===== config.mk =====
export PLATFORM = sky130hd
export DESIGN_NAME = irq_msg_redirector
export DESIGN_NICKNAME = d
export VERILOG_FILES = /design/src/rtl/irq_redir_pkg.sv /design/src/rtl/irq_redir_regs.sv /design/src/rtl/irq_redir_line.sv /design/src/rtl/irq_redir_arb.sv /design/src/rtl/irq_msg_redirector.sv
export SDC_FILE = /design/constraint.sdc
export NUM_CORES = 1
export LEC_CHECK = 0
export BUFFER_PORTS_ARGS = -buffer_cell sky130_fd_sc_hd__buf_2
export CAP_MARGIN = 20
export CORE_ASPECT_RATIO = 1.2
export CORE_UTILIZATION = 30
export CTS_CLUSTER_DIAMETER = 30
export DETAILED_ROUTE_END_ITERATION = 8
export HOLD_SLACK_MARGIN = 0.1
export PLACE_DENSITY = 0.43
export SLEW_MARGIN = 0
export SYNTH_ARGS = -nofsm -noshare
export SYNTH_HDL_FRONTEND = slang
export SYNTH_HIERARCHICAL = 1
export SYNTH_SLANG_ARGS = --single-unit

===== constraint.sdc =====
create_clock -name clk -period 5.4 [get_ports clk]
set_clock_uncertainty 0.15 [all_clocks]
set_input_delay 0.54 -clock clk [delete_from_list [all_inputs] [get_ports clk]]
set_output_delay 0.54 -clock clk [all_outputs]
set_load 0.1 [all_outputs]

===== src/rtl/irq_redir_pkg.sv =====
package irq_redir_pkg;
  localparam int WORD_W = 32;

  // byte offsets on the slave port
  localparam logic [7:0] OFF_SEL = 8'h00;
  localparam logic [7:0] OFF_WIN = 8'h10;
  localparam logic [7:0] OFF_EOI = 8'h40;

  // internal indices reached through the window
  localparam logic [7:0] IDX_VER = 8'h01;
  localparam logic [7:0] IDX_TBL = 8'h10;

  // low-word control bits
  localparam int B_MASK  = 16;
  localparam int B_LEVEL = 15;
  localparam int B_ALOW  = 13;
  localparam int B_LPRI  = 8;

  localparam logic [WORD_W-1:0] LO_RESET = 32'h0001_0000;

  typedef struct packed {
    logic       mask;
    logic       level;
    logic       act_low;
    logic       lpri;
    logic [7:0] vec;
    logic [7:0] dest_id;
    logic [7:0] dest_eid;
  } line_cfg_t;
endpackage


===== src/rtl/irq_redir_regs.sv =====
module irq_redir_regs
  import irq_redir_pkg::*;
#(
  parameter int         NUM_LINES = 8,
  parameter int         ADDR_W    = 8,
  parameter logic [7:0] VERSION   = 8'h21
) (
  input  logic                  clk,
  input  logic                  rst,
  input  logic                  bus_wr,
  input  logic                  bus_rd,
  input  logic [ADDR_W-1:0]     bus_addr,
  input  logic [WORD_W-1:0]     bus_wdata,
  output logic [WORD_W-1:0]     bus_rdata,
  output logic                  bus_rvalid,
  output line_cfg_t [NUM_LINES-1:0] cfg,
  output logic                  eoi_valid,
  output logic [7:0]            eoi_vec
);
  localparam int         IDX_W   = (NUM_LINES > 1) ? $clog2(NUM_LINES) : 1;
  localparam logic [8:0] TBL_END = 9'(IDX_TBL) + 9'(2 * NUM_LINES);

  logic [WORD_W-1:0] lo_q [NUM_LINES];
  logic [WORD_W-1:0] hi_q [NUM_LINES];
  logic [7:0]        sel_q;

  logic              tbl_hit;
  logic [7:0]        tbl_off;
  logic [IDX_W-1:0]  ent;
  logic              ent_hi;
  logic [WORD_W-1:0] ver_word;
  logic [WORD_W-1:0] win_val;
  logic              wr_sel, wr_win, rd_sel, rd_win;

  assign tbl_hit  = ({1'b0, sel_q} >= 9'(IDX_TBL)) && ({1'b0, sel_q} < TBL_END);
  assign tbl_off  = sel_q - IDX_TBL;
  assign ent      = tbl_off[IDX_W:1];
  assign ent_hi   = tbl_off[0];
  assign ver_word = {8'h00, 8'(NUM_LINES - 1), 8'h00, VERSION};

  assign wr_sel = bus_wr && (bus_addr == ADDR_W'(OFF_SEL));
  assign wr_win = bus_wr && (bus_addr == ADDR_W'(OFF_WIN));
  assign rd_sel = bus_rd && (bus_addr == ADDR_W'(OFF_SEL));
  assign rd_win = bus_rd && (bus_addr == ADDR_W'(OFF_WIN));

  assign eoi_valid = bus_wr && (bus_addr == ADDR_W'(OFF_EOI));
  assign eoi_vec   = bus_wdata[7:0];

  always_comb begin
    if (sel_q == IDX_VER)  win_val = ver_word;
    else if (tbl_hit)      win_val = ent_hi ? hi_q[ent] : lo_q[ent];
    else                   win_val = '0;
  end

  always_ff @(posedge clk) begin
    if (rst) begin
      sel_q      <= '0;
      bus_rdata  <= '0;
      bus_rvalid <= 1'b0;
      for (int i = 0; i < NUM_LINES; i++) begin
        lo_q[i] <= LO_RESET;
        hi_q[i] <= '0;
      end
    end else begin
      if (wr_sel) sel_q <= bus_wdata[7:0];
      if (wr_win && tbl_hit) begin
        if (ent_hi) hi_q[ent] <= bus_wdata;
        else        lo_q[ent] <= bus_wdata;
      end
      bus_rvalid <= bus_rd;
      if (rd_sel)      bus_rdata <= {24'h0, sel_q};
      else if (rd_win) bus_rdata <= win_val;
      else if (bus_rd) bus_rdata <= '0;
    end
  end

  for (genvar g = 0; g < NUM_LINES; g++) begin : g_cfg
    assign cfg[g] = {lo_q[g][B_MASK], lo_q[g][B_LEVEL], lo_q[g][B_ALOW],
                     lo_q[g][B_LPRI], lo_q[g][7:0], hi_q[g][31:24], hi_q[g][23:16]};
  end

  // a window read of the version index returns the constant word
  a_r2_version_ro: assert property (@(posedge clk) disable iff (rst)
    (bus_rd && (bus_addr == ADDR_W'(OFF_WIN)) && (sel_q == IDX_VER) && !wr_sel)
      |=> (bus_rvalid && bus_rdata[7:0] == VERSION && bus_rdata[23:16] == 8'(NUM_LINES - 1)));

  // the select register reads back the index it held
  a_r1_sel_readback: assert property (@(posedge clk) disable iff (rst)
    (bus_rd && (bus_addr == ADDR_W'(OFF_SEL)))
      |=> (bus_rdata == {24'h0, $past(sel_q)}));
endmodule


===== src/rtl/irq_redir_line.sv =====
module irq_redir_line
  import irq_redir_pkg::*;
(
  input  logic      clk,
  input  logic      rst,
  input  logic      irq_raw,
  input  line_cfg_t cfg,
  input  logic      eoi_valid,
  input  logic [7:0] eoi_vec,
  input  logic      launch,
  output logic      req
);
  logic s1_q, s2_q, act_q, pend_q, svc_q;
  logic act, new_edge, eoi_hit;

  assign act      = s2_q ^ cfg.act_low;
  assign new_edge = act && !act_q;
  assign eoi_hit  = eoi_valid && cfg.level && (eoi_vec == cfg.vec);

  always_ff @(posedge clk) begin
    if (rst) begin
      s1_q   <= 1'b0;
      s2_q   <= 1'b0;
      act_q  <= 1'b0;
      pend_q <= 1'b0;
      svc_q  <= 1'b0;
    end else begin
      s1_q  <= irq_raw;
      s2_q  <= s1_q;
      act_q <= act;

      if (cfg.level)     pend_q <= 1'b0;
      else if (new_edge) pend_q <= 1'b1;
      else if (launch)   pend_q <= 1'b0;

      if (!cfg.level)    svc_q <= 1'b0;
      else if (launch)   svc_q <= 1'b1;
      else if (eoi_hit)  svc_q <= 1'b0;
    end
  end

  assign req = !cfg.mask && (cfg.level ? (act && !svc_q) : pend_q);

  // in-service ends only through a matching acknowledge or leaving level mode
  a_r8_svc_release: assert property (@(posedge clk) disable iff (rst)
    $fell(svc_q) |-> $past(eoi_hit || !cfg.level));

  // a sent edge is consumed unless another edge arrived with it
  a_r5_edge_consumed: assert property (@(posedge clk) disable iff (rst)
    (launch && !cfg.level && !new_edge) |=> !pend_q);
endmodule


===== src/rtl/irq_redir_arb.sv =====
module irq_redir_arb
  import irq_redir_pkg::*;
#(
  parameter int          NUM_LINES = 8,
  parameter logic [11:0] MSG_BASE  = 12'hFEE
) (
  input  logic                      clk,
  input  logic                      rst,
  input  logic [NUM_LINES-1:0]      req,
  input  line_cfg_t [NUM_LINES-1:0] cfg,
  input  logic                      msg_ready,
  output logic [NUM_LINES-1:0]      launch,
  output logic                      msg_valid,
  output logic [WORD_W-1:0]         msg_addr,
  output logic [WORD_W-1:0]         msg_data
);
  localparam int IDX_W = (NUM_LINES > 1) ? $clog2(NUM_LINES) : 1;

  logic [NUM_LINES-1:0] grant;
  logic [IDX_W-1:0]     win_idx;
  logic                 found, slot_free;
  line_cfg_t            win_cfg;

  always_comb begin
    grant   = '0;
    win_idx = '0;
    found   = 1'b0;
    for (int i = 0; i < NUM_LINES; i++) begin
      if (req[i] && !found) begin
        grant[i] = 1'b1;
        win_idx  = IDX_W'(i);
        found    = 1'b1;
      end
    end
  end

  assign slot_free = !msg_valid || msg_ready;
  assign launch    = slot_free ? grant : '0;
  assign win_cfg   = cfg[win_idx];

  always_ff @(posedge clk) begin
    if (rst) begin
      msg_valid <= 1'b0;
      msg_addr  <= '0;
      msg_data  <= '0;
    end else if (|launch) begin
      msg_valid <= 1'b1;
      msg_addr  <= {MSG_BASE, win_cfg.dest_id, win_cfg.dest_eid, win_cfg.lpri, 3'b000};
      msg_data  <= {24'h0, win_cfg.vec};
    end else if (msg_ready) begin
      msg_valid <= 1'b0;
    end
  end

  // at most one line is launched per cycle
  a_r9_single_launch: assert property (@(posedge clk) disable iff (rst)
    $onehot0(launch));

  // a stalled message stays put
  a_r10_hold_stable: assert property (@(posedge clk) disable iff (rst)
    (msg_valid && !msg_ready) |=> (msg_valid && $stable(msg_addr) && $stable(msg_data)));
endmodule


===== src/rtl/irq_msg_redirector.sv =====
module irq_msg_redirector
  import irq_redir_pkg::*;
#(
  parameter int          NUM_LINES = 8,
  parameter int          ADDR_W    = 8,
  parameter logic [7:0]  VERSION   = 8'h21,
  parameter logic [11:0] MSG_BASE  = 12'hFEE
) (
  input  logic                 clk,
  input  logic                 rst,
  input  logic                 bus_wr,
  input  logic                 bus_rd,
  input  logic [ADDR_W-1:0]    bus_addr,
  input  logic [31:0]          bus_wdata,
  output logic [31:0]          bus_rdata,
  output logic                 bus_rvalid,
  input  logic [NUM_LINES-1:0] irq_in,
  output logic                 msg_valid,
  input  logic                 msg_ready,
  output logic [31:0]          msg_addr,
  output logic [31:0]          msg_data
);
  line_cfg_t [NUM_LINES-1:0] cfg;
  logic [NUM_LINES-1:0]      req, launch;
  logic                      eoi_valid;
  logic [7:0]                eoi_vec;

  irq_redir_regs #(
    .NUM_LINES(NUM_LINES), .ADDR_W(ADDR_W), .VERSION(VERSION)
  ) u_regs (
    .clk(clk), .rst(rst), .bus_wr(bus_wr), .bus_rd(bus_rd),
    .bus_addr(bus_addr), .bus_wdata(bus_wdata),
    .bus_rdata(bus_rdata), .bus_rvalid(bus_rvalid),
    .cfg(cfg), .eoi_valid(eoi_valid), .eoi_vec(eoi_vec)
  );

  for (genvar g = 0; g < NUM_LINES; g++) begin : g_line
    irq_redir_line u_line (
      .clk(clk), .rst(rst), .irq_raw(irq_in[g]), .cfg(cfg[g]),
      .eoi_valid(eoi_valid), .eoi_vec(eoi_vec),
      .launch(launch[g]), .req(req[g])
    );
  end

  irq_redir_arb #(
    .NUM_LINES(NUM_LINES), .MSG_BASE(MSG_BASE)
  ) u_arb (
    .clk(clk), .rst(rst), .req(req), .cfg(cfg), .msg_ready(msg_ready),
    .launch(launch), .msg_valid(msg_valid),
    .msg_addr(msg_addr), .msg_data(msg_data)
  );

  // nothing is offered in the cycle after reset
  a_r11_reset_quiet: assert property (@(posedge clk) rst |=> !msg_valid);
endmodule


# After elaboration in Yosys (flattened, before gate mapping)
# Memory sizes are Yosys's and may differ from the RTL's.
# Index checks and enable logic that the tools add are counted.
[totals]
in_bits = 53
mem_bits_rw = 512
n_memories = 2
output_inout_bits = 98
regBits = 108
[memory_table]
columns = ["name", "depth", "width", "rd", "rd_clocked_by_memory_dff", "wr", "line_no", "text"]
rows = [
  ["u_regs.hi_q", 8, 32, 9, 0, 8, "irq_redir_regs.sv:24", "logic [WORD_W-1:0] hi_q [NUM_LINES];"],
  ["u_regs.lo_q", 8, 32, 9, 0, 8, "irq_redir_regs.sv:23", "logic [WORD_W-1:0] lo_q [NUM_LINES];"],
]
[op_classes]
n_eq_ne = 11
mux = 88
magnitude_cmp = 3
bitwise_logic = 16
add_sub_neg = 1
reduce_logical = 127
[ops]
columns = ["cell", "n"]
rows = [
  ["32-bit two-way mux", 7],
  ["28-bit binary-select mux with 3-bit select", 1],
  ["1-bit two-way mux", 69],
  ["8-bit equality test", 8],
  ["32-bit OR reduction", 2],
  ["1-bit logical AND", 54],
  ["2-bit nonzero test", 18],
  ["2-bit OR reduction", 17],
  ["1-bit zero test", 32],
  ["25-bit two-way mux", 1],
  ["3-bit two-way mux", 6],
  ["8-bit two-way mux", 2],
  ["8-bit by 1-bit equality test with 1-bit output, second input constant", 1],
  ["8-bit by 5-bit equality test with 1-bit output, second input constant", 1],
  ["8-bit by 7-bit equality test with 1-bit output, second input constant", 1],
  ["8-bit by 5-bit greater-or-equal comparator with 1-bit output, second input constant", 1],
  ["8-bit zero test", 1],
  ["8-bit by 6-bit less-than comparator with 1-bit output, second input constant", 1],
  ["1-bit NOT", 8],
  ["8-bit OR reduction", 1],
  ["1-bit XOR", 8],
  ["3-bit by 4-bit less-than comparator with 1-bit output, second input constant", 1],
  ["2-bit two-way mux", 2],
  ["4-bit by 1-bit subtractor with 4-bit output, second input constant", 1],
  ["other kinds (2)", 2],
]

# Longest topological paths before layout
# Gate-level depths: netlist of run 1.
# An unclocked memory read counts as a cell.
[depth]
depth_word = 30
mapped_depth = 12
ltp_nobuf = 8

# Hierarchy
# Netlist of run 1, hierarchy kept.
[modules_own_cells]
columns = ["mod", "cells_each", "instances", "area_per_inst_um2"]
rows = [
  ["irq_redir_regs", 1911, 1, 26200.1],
  ["irq_redir_arb", 477, 1, 3594.7],
  ["irq_redir_line", 29, 8, 267.8],
]

# Worst setup path after synthesis of run 1
# Ideal clock, no wire load.
[synth_timing]
path_type = "input port to flip-flop"
start = "input port bus_addr[1]"
end = "memory u_regs.hi_q[7][0] (enable)"
setup_ns = 0.428
cell_stages = 6
t_arrival_ns = 3.123
slack_ns = 1.699
path_cell_list = "nor4_4 > and4_1 > buf_6 > nand4_4 > clkbuf_1 > o21bai_1"
[synth_lines]
columns = ["element", "line_no", "text"]
rows = [
  ["from (decl)", "irq_msg_redirector.sv:13", "input logic [ADDR_W-1:0] bus_addr,"],
  ["to (decl)", "irq_redir_regs.sv:24", ""],
]

==> results.cfg, run 1 <==
[run_status]
status = finished clean

[global_routing]
grt.overflow.total = 0
grt_pass1_wl_microns = 158000
track_usage_pct = 20.6
first_global_vias = 21900
grt_max_degree = 53
antenna_found_initial = 5

[synth]
async_reset_ff_share_pct = 0
syn_avg_cell_area_sq_um = 12.2
syn-instance-count = 2620
netlist-cell-type-count = 71
synth_area_sq_um = 31900
ys_ff_latch = 623
synth_edf_count = 512
ys_seq_area_share_pct = 55.1
yosysWarnings = 6
synth_flop_cell = edfxtp_1

[clocking]
cts_sinks = 623
cts_buffer_depth = 3
cts-root-buf = clkbuf_16
htree_levels = 4
cts_setup_buffers = 0
cts_buffers = 144
clk_latency_ps = 750
cts-resized-gates = 0
cts_tree = yes
clkTransAtPathRegs_ps = 50

[cells_and_area]
seqCellArea_sq_um = 17600
finalNonFillerCells = 4062
utilization_pct = 35.6
multi_input_area_sq_um = 11600
fill_cells = 10300
syn_to_final_growth_pct = 17.1
drive_gt1_share_pct = 23.9
nets = 2606

[drt]
drt_iter0_drc = 1960
drtPass1Iterations = 5
vias = 21000
routedWlPerCell_microns = 27.4
drc_errors = 0
routed_wl_microns = 111000
drtAntennaViolNets = 0
routed_via_density = 5.16

[sta]
whs_ps = 133
rsz0062_at_grt = false
finalSetupTns_ps = 0
tightest_slew_ps = 1170
slew_headroom_pct = 21.6
finalSetupViolCount = 0
hold_viol_final = 0
finalCriticalPeriod_ps = 3770
period_share_pct = 69.8
timing.fmax_mhz = 265
slew_viol_final = 0

[critical_path]
worstSetupPathType = in -> reg
worstPathMaxFanout = 34
cp_data_required_time_ps = 5670
cp-end-kind = register
critPathLaunchType = input pin
arrival_ps = 4040

[floorplanning]
die-area_sq_um = 108000
core_sq_um = 105000
die_w_microns = 300
die_h_microns = 359
row_count = 130
initial_core_util_pct = 30.4
ios = 151

[placement]
gp_congestion = 0.816
portBuffers = 121
dp_hpwl_microns = 68000
dp.cells = 3771

[power_and_ir_drop]
p_total_w = 0.0147
power.leakage_nw = 13.1
peakVddDrop_mv = 0.313
p_per_area_nw_per_um2 = 393

[run]
drv.max_cap_violation_count = 0

[worst_hold_path]
hold_class = in -> reg
## sequential cells by signal (all words and copies together) (netlist names), named ones only
| name | flops |
|---|---|
| u_regs/lo_q | 256 |
| u_regs/bus_rvalid | 1 |
| g_line.u_line/s2_q | 8 |
| u_regs/hi_q | 256 |
| u_arb/msg_data | 8 |
| g_line.u_line/act_q | 8 |
| g_line.u_line/pend_q | 8 |
| u_regs/sel_q | 8 |
| g_line.u_line/s1_q | 8 |
| u_arb/msg_addr | 18 |
| u_arb/msg_valid | 1 |
| u_regs/bus_rdata | 32 |
| g_line.u_line/svc_q | 8 |
## synthesized netlist by cell type (21+ instances only)
cell type,number,share of area (%)
mux2_2,27,0.95
mux4_2,108,7.6
clkbuf_1,85,1.0
nand2_1,137,1.6
o211a_1,24,0.75
nor2_1,282,3.3
mux2i_1,67,2.1
a21oi_1,34,0.53
edfxtp_1,512,48
nor3_1,36,0.56
o311ai_2,23,1.2
nand2b_1,21,0.41
a22o_1,25,0.69
xor2_1,64,1.8
buf_2,44,0.69
clkbuf_2,25,0.39
buf_4,283,6.7
o21ai_0,50,0.78
a21o_1,28,0.66
dfxtp_1,111,7.0
nor2b_1,35,0.69
nand3_1,65,1.0
and2_1,256,5.0
a22oi_1,84,2.0
## worst paths after layout
kind                         start                     to  slack [ps]  cells after the start
max reg2reg        u_regs/sel_q[7]     u_regs/lo_q[3][25]        1630                      5
min reg2reg  g_line[3].u_line/s1_q  g_line[3].u_line/s2_q         300                      1
min                   bus_wdata[8]      u_regs/lo_q[4][8]         130                      2
max                            rst     u_regs/lo_q[3][25]        1630                      7
## stage by stage
step	setup slack, ps	cell area [sq um]
finish	1630	37400
global route	1460	37400
CTS	1570	37400
detailed placement	1250	32300
global placement	1260	32300
floorplan	1700	32000
## metal layers
layer / track usage, % / routed length [microns]
met5: 0 / 0
met4: 7.03 / 2910
met3: 3.13 / 5560
met2: 35.5 / 56200
met1: 26.0 / 46800
## cell usage in the layout, fill, tap and decap left out, drive strengths merged, types with 12 or more instances in the layout
| master | netlist | routed |
|---|---|---|
| edfxtp | 512 | 512 |
| nor2 | 287 | 287 |
| and2 | 256 | 256 |
| buf | 340 | 187 |
| clkbuf | 110 | 173 |
| nand2 | 137 | 137 |
| dfxtp | 111 | 111 |
| mux4 | 108 | 108 |
| a22oi | 84 | 84 |
| mux2i | 67 | 67 |
| nand3 | 66 | 66 |
| xor2 | 64 | 64 |
| o21ai | 52 | 52 |
| clkinv | 0 | 48 |
| a21oi | 44 | 44 |
| nor3 | 40 | 40 |
| nor2b | 35 | 35 |
| inv | 18 | 34 |
| conb | 1 | 29 |
| a21o | 28 | 28 |
| mux2 | 27 | 27 |
| a22o | 25 | 25 |
| o211a | 25 | 25 |
| o311ai | 24 | 24 |
| dlygate4sd3 | 0 | 22 |
| nand2b | 21 | 21 |
| bufinv | 0 | 17 |
| nor3b | 17 | 17 |
| o22ai | 16 | 16 |
| clkinvlp | 0 | 13 |
| nand4 | 12 | 12 |
## repair_timing
action	CTS	global route
setup endpoints to repair	0	0
hold buffers	22	0
endpoints found under the hold margin	70	0
## critical path, stage by stage
cell           delay, ps
dlygate4sd3_1        550
buf_4                250
nor2b_1              460
and2_1               340
nand3_4              520
o21bai_4             940
buf_4                400
## cells by family after synthesis
kind of cell | after synthesis | share of synthesized area [%]
AOI/OAI and AO/OA | 343 | 8.38
muxes | 202 | 10.7
and+or+nand+nor | 911 | 14.6
buffers and inverters | 468 | 9.26
DFF | 623 | 55.1
xor gates and xnor gates | 72 | 1.97
other | 1 | 0.0117
## power breakdown
| group | leakage [nW] | total (W) | internal (W) | switching, W |
|---|---|---|---|---|
| combinational | 4.53 | 0.000574 | 0.000156 | 0.000419 |
| clock | 2.37 | 0.00872 | 0.00587 | 0.00284 |
| sequential | 6.16 | 0.00542 | 0.00534 | 0.0000747 |
## layout make-up
class	instances	share of cell area (%)
clock inverter	94	2.87
sequential	623	47.1
multi-input combinational	1557	31.1
clock buffer	173	10.2
tap	1386	4.64
antenna	2	0.0134
inverter	18	0.181
timing repair buffer	209	3.84
(Power assumes the default switching activity.)
==> inputs of run 2 (changes only) <==
--- a/config.mk
+++ b/config.mk
@@ -12,7 +12,7 @@
 export CTS_CLUSTER_DIAMETER = 30
 export DETAILED_ROUTE_END_ITERATION = 8
 export HOLD_SLACK_MARGIN = 0.1
-export PLACE_DENSITY = 0.43
+export PLACE_DENSITY = 0.44
 export SLEW_MARGIN = 0
 export SYNTH_ARGS = -nofsm -noshare
 export SYNTH_HDL_FRONTEND = slang
==> constraint.sdc (replaced) <==
create_clock -name clk -period 3.3 [get_ports clk]
set_clock_uncertainty 0.15 [all_clocks]
set_input_delay 0.33 -clock clk [delete_from_list [all_inputs] [get_ports clk]]
set_output_delay 0.33 -clock clk [all_outputs]
set_load 0.1 [all_outputs]
==> run 2 against run 1 <==
Compared with the run above:
- total power grew 63%
- final cell count rose by 1.6%
- sequential power up 64%
- clock-buffer cell count rose by 13
- worst setup slack worse by 1400 ps
- largest cell class unchanged
- highest routed layer unchanged
==> results.cfg, run 2 (synthesis gave the netlist of run 1 again) <==
[run_status]
status = finished clean

[sta]
slew_headroom_pct = 32.7
period_share_pct = 92.5
finalSetupViolCount = 0
timing.fmax_mhz = 328
tightest_slew_ps = 1010
hold_viol_final = 0
slew_viol_final = 0
finalCriticalPeriod_ps = 3050
rsz0062_at_grt = false

[worst_hold_path]
min-delay-start = bus_addr[3]
hold_depth = 6
min_to = u_regs/bus_rdata[0]
hold_class = in -> reg

[power_and_ir_drop]
power.leakage_nw = 13.4
p_per_area_nw_per_um2 = 631
p_total_w = 0.0240
peakVddDrop_mv = 0.541

[cells_and_area]
drive_gt1_share_pct = 24.3
final_cell_mix = edfxtp_1, nor2_1, and2_1
multi_input_area_sq_um = 11600
final_common_cell = edfxtp_1
syn_to_final_growth_pct = 19.2
antenna_cells = 0
largestRegisters = u_regs/hi_q (256), u_regs/lo_q (256), u_regs/bus_rdata (32)
seqCellArea_sq_um = 17600
nets = 2678
utilization_pct = 36.2
fill_cells = 10300

[critical_path]
worstSetupPathType = reg -> reg
critical_path.top_delay_family = simple AND/OR/NAND/NOR gates
crit_path_frequent_cell = nor2_2
critical_path.max_stage_delay_ps = 620
cp_data_required_time_ps = 3790
r2r_slack_ps = 250
slowest_stage = nor2_2
arrival_ps = 3540
worstPathMaxFanout = 16
cp-end-kind = register
r2r.worst_path.cells = 10
rr_startpoint = u_regs/lo_q[1][13]
crit_chain = xnor2_1, o22ai_1, nor2b_1, buf_4, nor2_2, a31oi_1, nor2_2, buf_12, nand2_1, o311ai_2
critPathLaunchType = register
crit_buf_inv = 2
rr_endpoint = u_arb/msg_data[6]

[drt]
drc_errors = 0
drt_iter0_drc = 1895
routedWlPerCell_microns = 27.5
drtAntennaViolNets = 0
routed_via_density = 5.19
routed_wl_microns = 113000
vias = 21400
drtPass1Iterations = 5

[clocking]
cts_tree = yes
clkTransAtPathRegs_ps = 40
cts-resized-gates = 0
ctsHoldBuffers = 52
cts_sinks = 623
cts_buffer_depth = 3
cts_buffers = 143
cts_setup_buffers = 0
htree_levels = 4
clk_latency_ps = 750
cts-root-buf = clkbuf_16

[floorplanning]
row_count = 130
die_w_microns = 300
core_sq_um = 105000
ios = 151
die_h_microns = 359
die-area_sq_um = 108000
initial_core_util_pct = 30.4

[global_routing]
track_usage_pct = 21.0
grt.overflow.total = 0
grt_pass1_wl_microns = 162000
first_global_vias = 22200
grt_max_degree = 57
antenna_found_initial = 3

[placement]
portBuffers = 121
dp_hpwl_microns = 70200
gp_congestion = 0.808

[run]
drv.max_cap_violation_count = 0
run 2: cell count changes in the layout (fill, tap and decap cells not counted), moves of 4 or more:
cell | previous run | this run
dlygate4sd3_1 | 22 | 52
clkinv_2 | 20 | 16
clkinv_4 | 9 | 5
buf_12 | 9 | 19
clkbuf_1 | 21 | 34
buf_4 | 58 | 91
clkinvlp_4 | 13 | 8
run 2: layout make-up:
cell class / instances / share of cell area, %
Timing Repair Buffer: 282 / 5.74
Inverter: 18 / 0.177
Clock buffer: 186 / 10.2
Clock inverter: 76 / 2.49
Multi-Input combinational cell: 1557 / 30.6
Tap cell: 1386 / 4.56
Sequential cell: 623 / 46.3
run 2: how the worst max path moves through the flow:
| stage | startpoint | endpoint | slack [ps] | depth (start not counted) |
|---|---|---|---|---|
| 6_report | u_regs/lo_q[1][13] | u_arb/msg_data[6] | 250 | 10 |
| 5_1_grt | u_regs/lo_q[1][13] | u_arb/msg_data[3] | 60 | 10 |
| 4_1_cts | u_regs/lo_q[1][13] | u_arb/msg_data[1] | 250 | 10 |
| 3_5_place_dp | bus_addr[1] | u_regs/lo_q[6][23] | 210 | 7 |
| 3_3_place_gp | bus_addr[1] | u_regs/lo_q[6][23] | 270 | 7 |
| 2_1_floorplan | bus_addr[1] | u_regs/hi_q[7][0] | -190 | 6 |
run 2: per-layer routing:
metal | global-route usage, % | vias to the layer above | wire length, microns
li1 | - | 9278 | -
met1 | 26.5 | 11100 | 46900
met2 | 36.2 | 879 | 57300
met3 | 3.83 | 182 | 6490
met4 | 6.43 | 0 | 2660
met5 | 0 | - | 0
run 2: tightest hold or removal path, delay by kind of cell:
family,cells,cell delay (ps)
AO/OA/AOI/OAI,2,370
buffers and inverters,1,100
AND/OR/NAND/NOR,3,210
run 2: power by group:
group | internal [W] | total, W | switching [W]
Sequential | 0.00874 | 0.00887 | 0.000123
Clock | 0.00960 | 0.0142 | 0.00457
Combinational | 0.000294 | 0.000996 | 0.000702
Total | 0.0186 | 0.0240 | 0.00539
run 2: stage by stage:
step | setup slack (ps) | hold slack [ps] | TNS [ps] | instances | instance area, sq um
final | 248 | 191 | 0 | 4128 | 38100
after CTS | 245 | 141 | 0 | 4128 | 38100
after detailed placement | 213 | 275 | 0 | 3814 | 32700
after global placement | 270 | 287 | 0 | 3814 | 32700
after floorplan | -191 | 249 | -12230 | 2648 | 32100
after global routing | 59.5 | 178 | 0 | 4128 | 38100
==> inputs of run 3 (changes only) <==
--- a/config.mk
+++ b/config.mk
@@ -12,7 +12,7 @@
 export CTS_CLUSTER_DIAMETER = 30
 export DETAILED_ROUTE_END_ITERATION = 8
 export HOLD_SLACK_MARGIN = 0.1
-export PLACE_DENSITY = 0.44
+export PLACE_DENSITY_LB_ADDON = 0.1
 export SLEW_MARGIN = 0
 export SYNTH_ARGS = -nofsm -noshare
 export SYNTH_HDL_FRONTEND = slang
==> constraint.sdc (replaced) <==
create_clock -name clk -period 2.78 [get_ports clk]
set_clock_uncertainty 0.15 [all_clocks]
set_input_delay 0.278 -clock clk [delete_from_list [all_inputs] [get_ports clk]]
set_output_delay 0.278 -clock clk [all_outputs]
set_load 0.1 [all_outputs]
==> run 3 against run 2 <==
Compared with the run above:
- non-clock buffer count rose by 70
- hold slack got worse by 79 ps
- sequential power rose by 18%
- largest cell class unchanged
- critical endpoint is now u_arb/msg_addr[18]
- sequential share of layout area fell by 1.7 points
- total power rose by 25%
- die area did not move
==> results.cfg, run 3 (synthesis gave the netlist of run 1 again) <==
[worst_hold_path]
hold_class = in -> reg
hold_depth = 5

[cells_and_area]
finalNonFillerCells = 4218
nets = 2753
final_cell_mix = edfxtp_1, nor2_1, and2_1
largestRegisters = u_regs/hi_q (256), u_regs/lo_q (256), u_regs/bus_rdata (32)
fill_cells = 10200
syn_to_final_growth_pct = 23.6
utilization_pct = 37.6
final_common_cell = edfxtp_1
drive_gt1_share_pct = 26.7
fin_area_sq_um = 39500

[floorplanning]
die_h_microns = 359
ios = 151
core_sq_um = 105000
die-area_sq_um = 108000
die_w_microns = 300
initial_core_util_pct = 30.4
row_count = 130

[placement]
dpl_cell_area_sq_um = 33500
gp_congestion = 0.838
portBuffers = 121
dp.cells = 3873
dp_hpwl_microns = 73500

[sta]
slew_viol_final = 0
rsz0062_at_grt = true
hold_viol_final = 0
slew_headroom_pct = 33.1
finalSetupViolCount = 0
period_share_pct = 97.7
finalCriticalPeriod_ps = 2720
finalSetupTns_ps = 0
whs_ps = 111
tightest_slew_ps = 1000
timing.fmax_mhz = 368

[power_and_ir_drop]
peakVddDrop_mv = 0.498
p_per_area_nw_per_um2 = 758
p_int_w = 0.0232
power.leakage_nw = 14.1
power.share.switching_pct = 22.6
power_frac_seq_pct = 35.1
clockPowerShare_pct = 60.7
power.switching_w = 0.00676
pwr-share-comb_pct = 4.2

[critical_path]
critical_path.top_delay_family = simple AND/OR/NAND/NOR gates
crit_buf_inv = 1
slowest_stage = edfxtp_1
critical_path.max_stage_delay_ps = 420
cp-end-kind = register
critPathLaunchType = register
worstSetupPathType = reg -> reg
cp_data_required_time_ps = 3240
r2r.worst_path.cells = 9
cp.depth = 9
worstPathMaxFanout = 5
arrival_ps = 3180
crit_chain = xnor2_1, o22ai_2, nor2b_1, buf_4, or2_1, and4_1, a221oi_2, a31oi_1, a221o_1

[clocking]
cts-root-buf = clkbuf_16
clkTransAtPathRegs_ps = 40
cts_buffers = 148
cts_setup_buffers = 0
cts_buffer_depth = 3
htree_levels = 4
cts_tree = yes
cts_sinks = 623
clk_latency_ps = 750

[global_routing]
track_usage_pct = 21.6
grt_max_degree = 50
first_global_vias = 22700
grt_pass1_wl_microns = 166000
grt.overflow.total = 0
antenna_found_initial = 7

[drt]
routed_wl_microns = 116000
drtPass1Iterations = 7
drc_errors = 0
drt_iter0_drc = 1705
drtAntennaViolNets = 0
vias = 21500
routed_via_density = 5.10
routedWlPerCell_microns = 27.6

[run]
drv.max_cap_violation_count = 0

[run_status]
status = finished clean
==> run 3: layer usage <==
| layer | wire length (microns) | track usage [%] |
|---|---|---|
| met1 | 47900 | 26.9 |
| met2 | 58100 | 36.8 |
| met3 | 6720 | 4.12 |
| met4 | 3670 | 8.10 |
| met5 | 0 | 0 |
==> run 3: what timing repair did <==
action / in CTS / in global routing
hold endpoints to repair: 493 / 0
setup endpoints to repair: 6 / 181
gates resized for setup: 1 / 17
hold buffers: 63 / 0
==> run 3: final cells by class <==
cell class | count | area [sq um] | share of cell area [%]
Timing Repair Buffer | 352 | 3100 | 7.85
Inverter | 18 | 67.6 | 0.171
Clock buffer | 184 | 3940 | 9.98
Multi-Input combinational cell | 1557 | 11700 | 29.7
Tap cell | 1386 | 1730 | 4.39
Sequential cell | 623 | 17600 | 44.6
Antenna cell | 4 | 10.0 | 0.0253
Clock inverter | 94 | 1310 | 3.32
==> run 3: path summary, 6_finish.rpt <==
| path | startpoint | endpoint | slack, ps |
|---|---|---|---|
| worst max-delay path | u_regs/lo_q[6][13] | u_arb/msg_addr[18] | 60 |
| worst min-delay path | bus_addr[1] | u_regs/bus_rdata[6] | 110 |
| worst max register to register | u_regs/lo_q[6][13] | u_arb/msg_addr[18] | 60 |
| worst min register to register | g_line[1].u_line/s1_q | g_line[1].u_line/s2_q | 300 |
==> run 3: worst register-to-register path: stages (launching register included) <==
cell and delay [ps]:
edfxtp_1 420, xnor2_1 260, o22ai_2 140, nor2b_1 160
buf_4 150, or2_1 390, and4_1 290, a221oi_2 180
a31oi_1 130, a221o_1 330
==> run 3: power by group through the flow <==
stage	sequential, W	clock [W]	combinational, W
after CTS	0.0105	0.0184	0.00126
after detailed placement	0.0107	0	0.00119
final	0.0105	0.0182	0.00125
after global routing	0.0105	0.0189	0.00132
after global placement	0.0107	0	0.00119
after floorplan	0.0106	0	0.000824
==> run 3: stage by stage <==
step	setup slack, ps	total power [W]
4_1_cts	21.5	0.0302
5_1_grt	-16.5	0.0308
3_3_place_gp	-2.87	0.0119
2_1_floorplan	-652	0.0115
3_5_place_dp	2.77	0.0119
6_report	64.8	0.0299
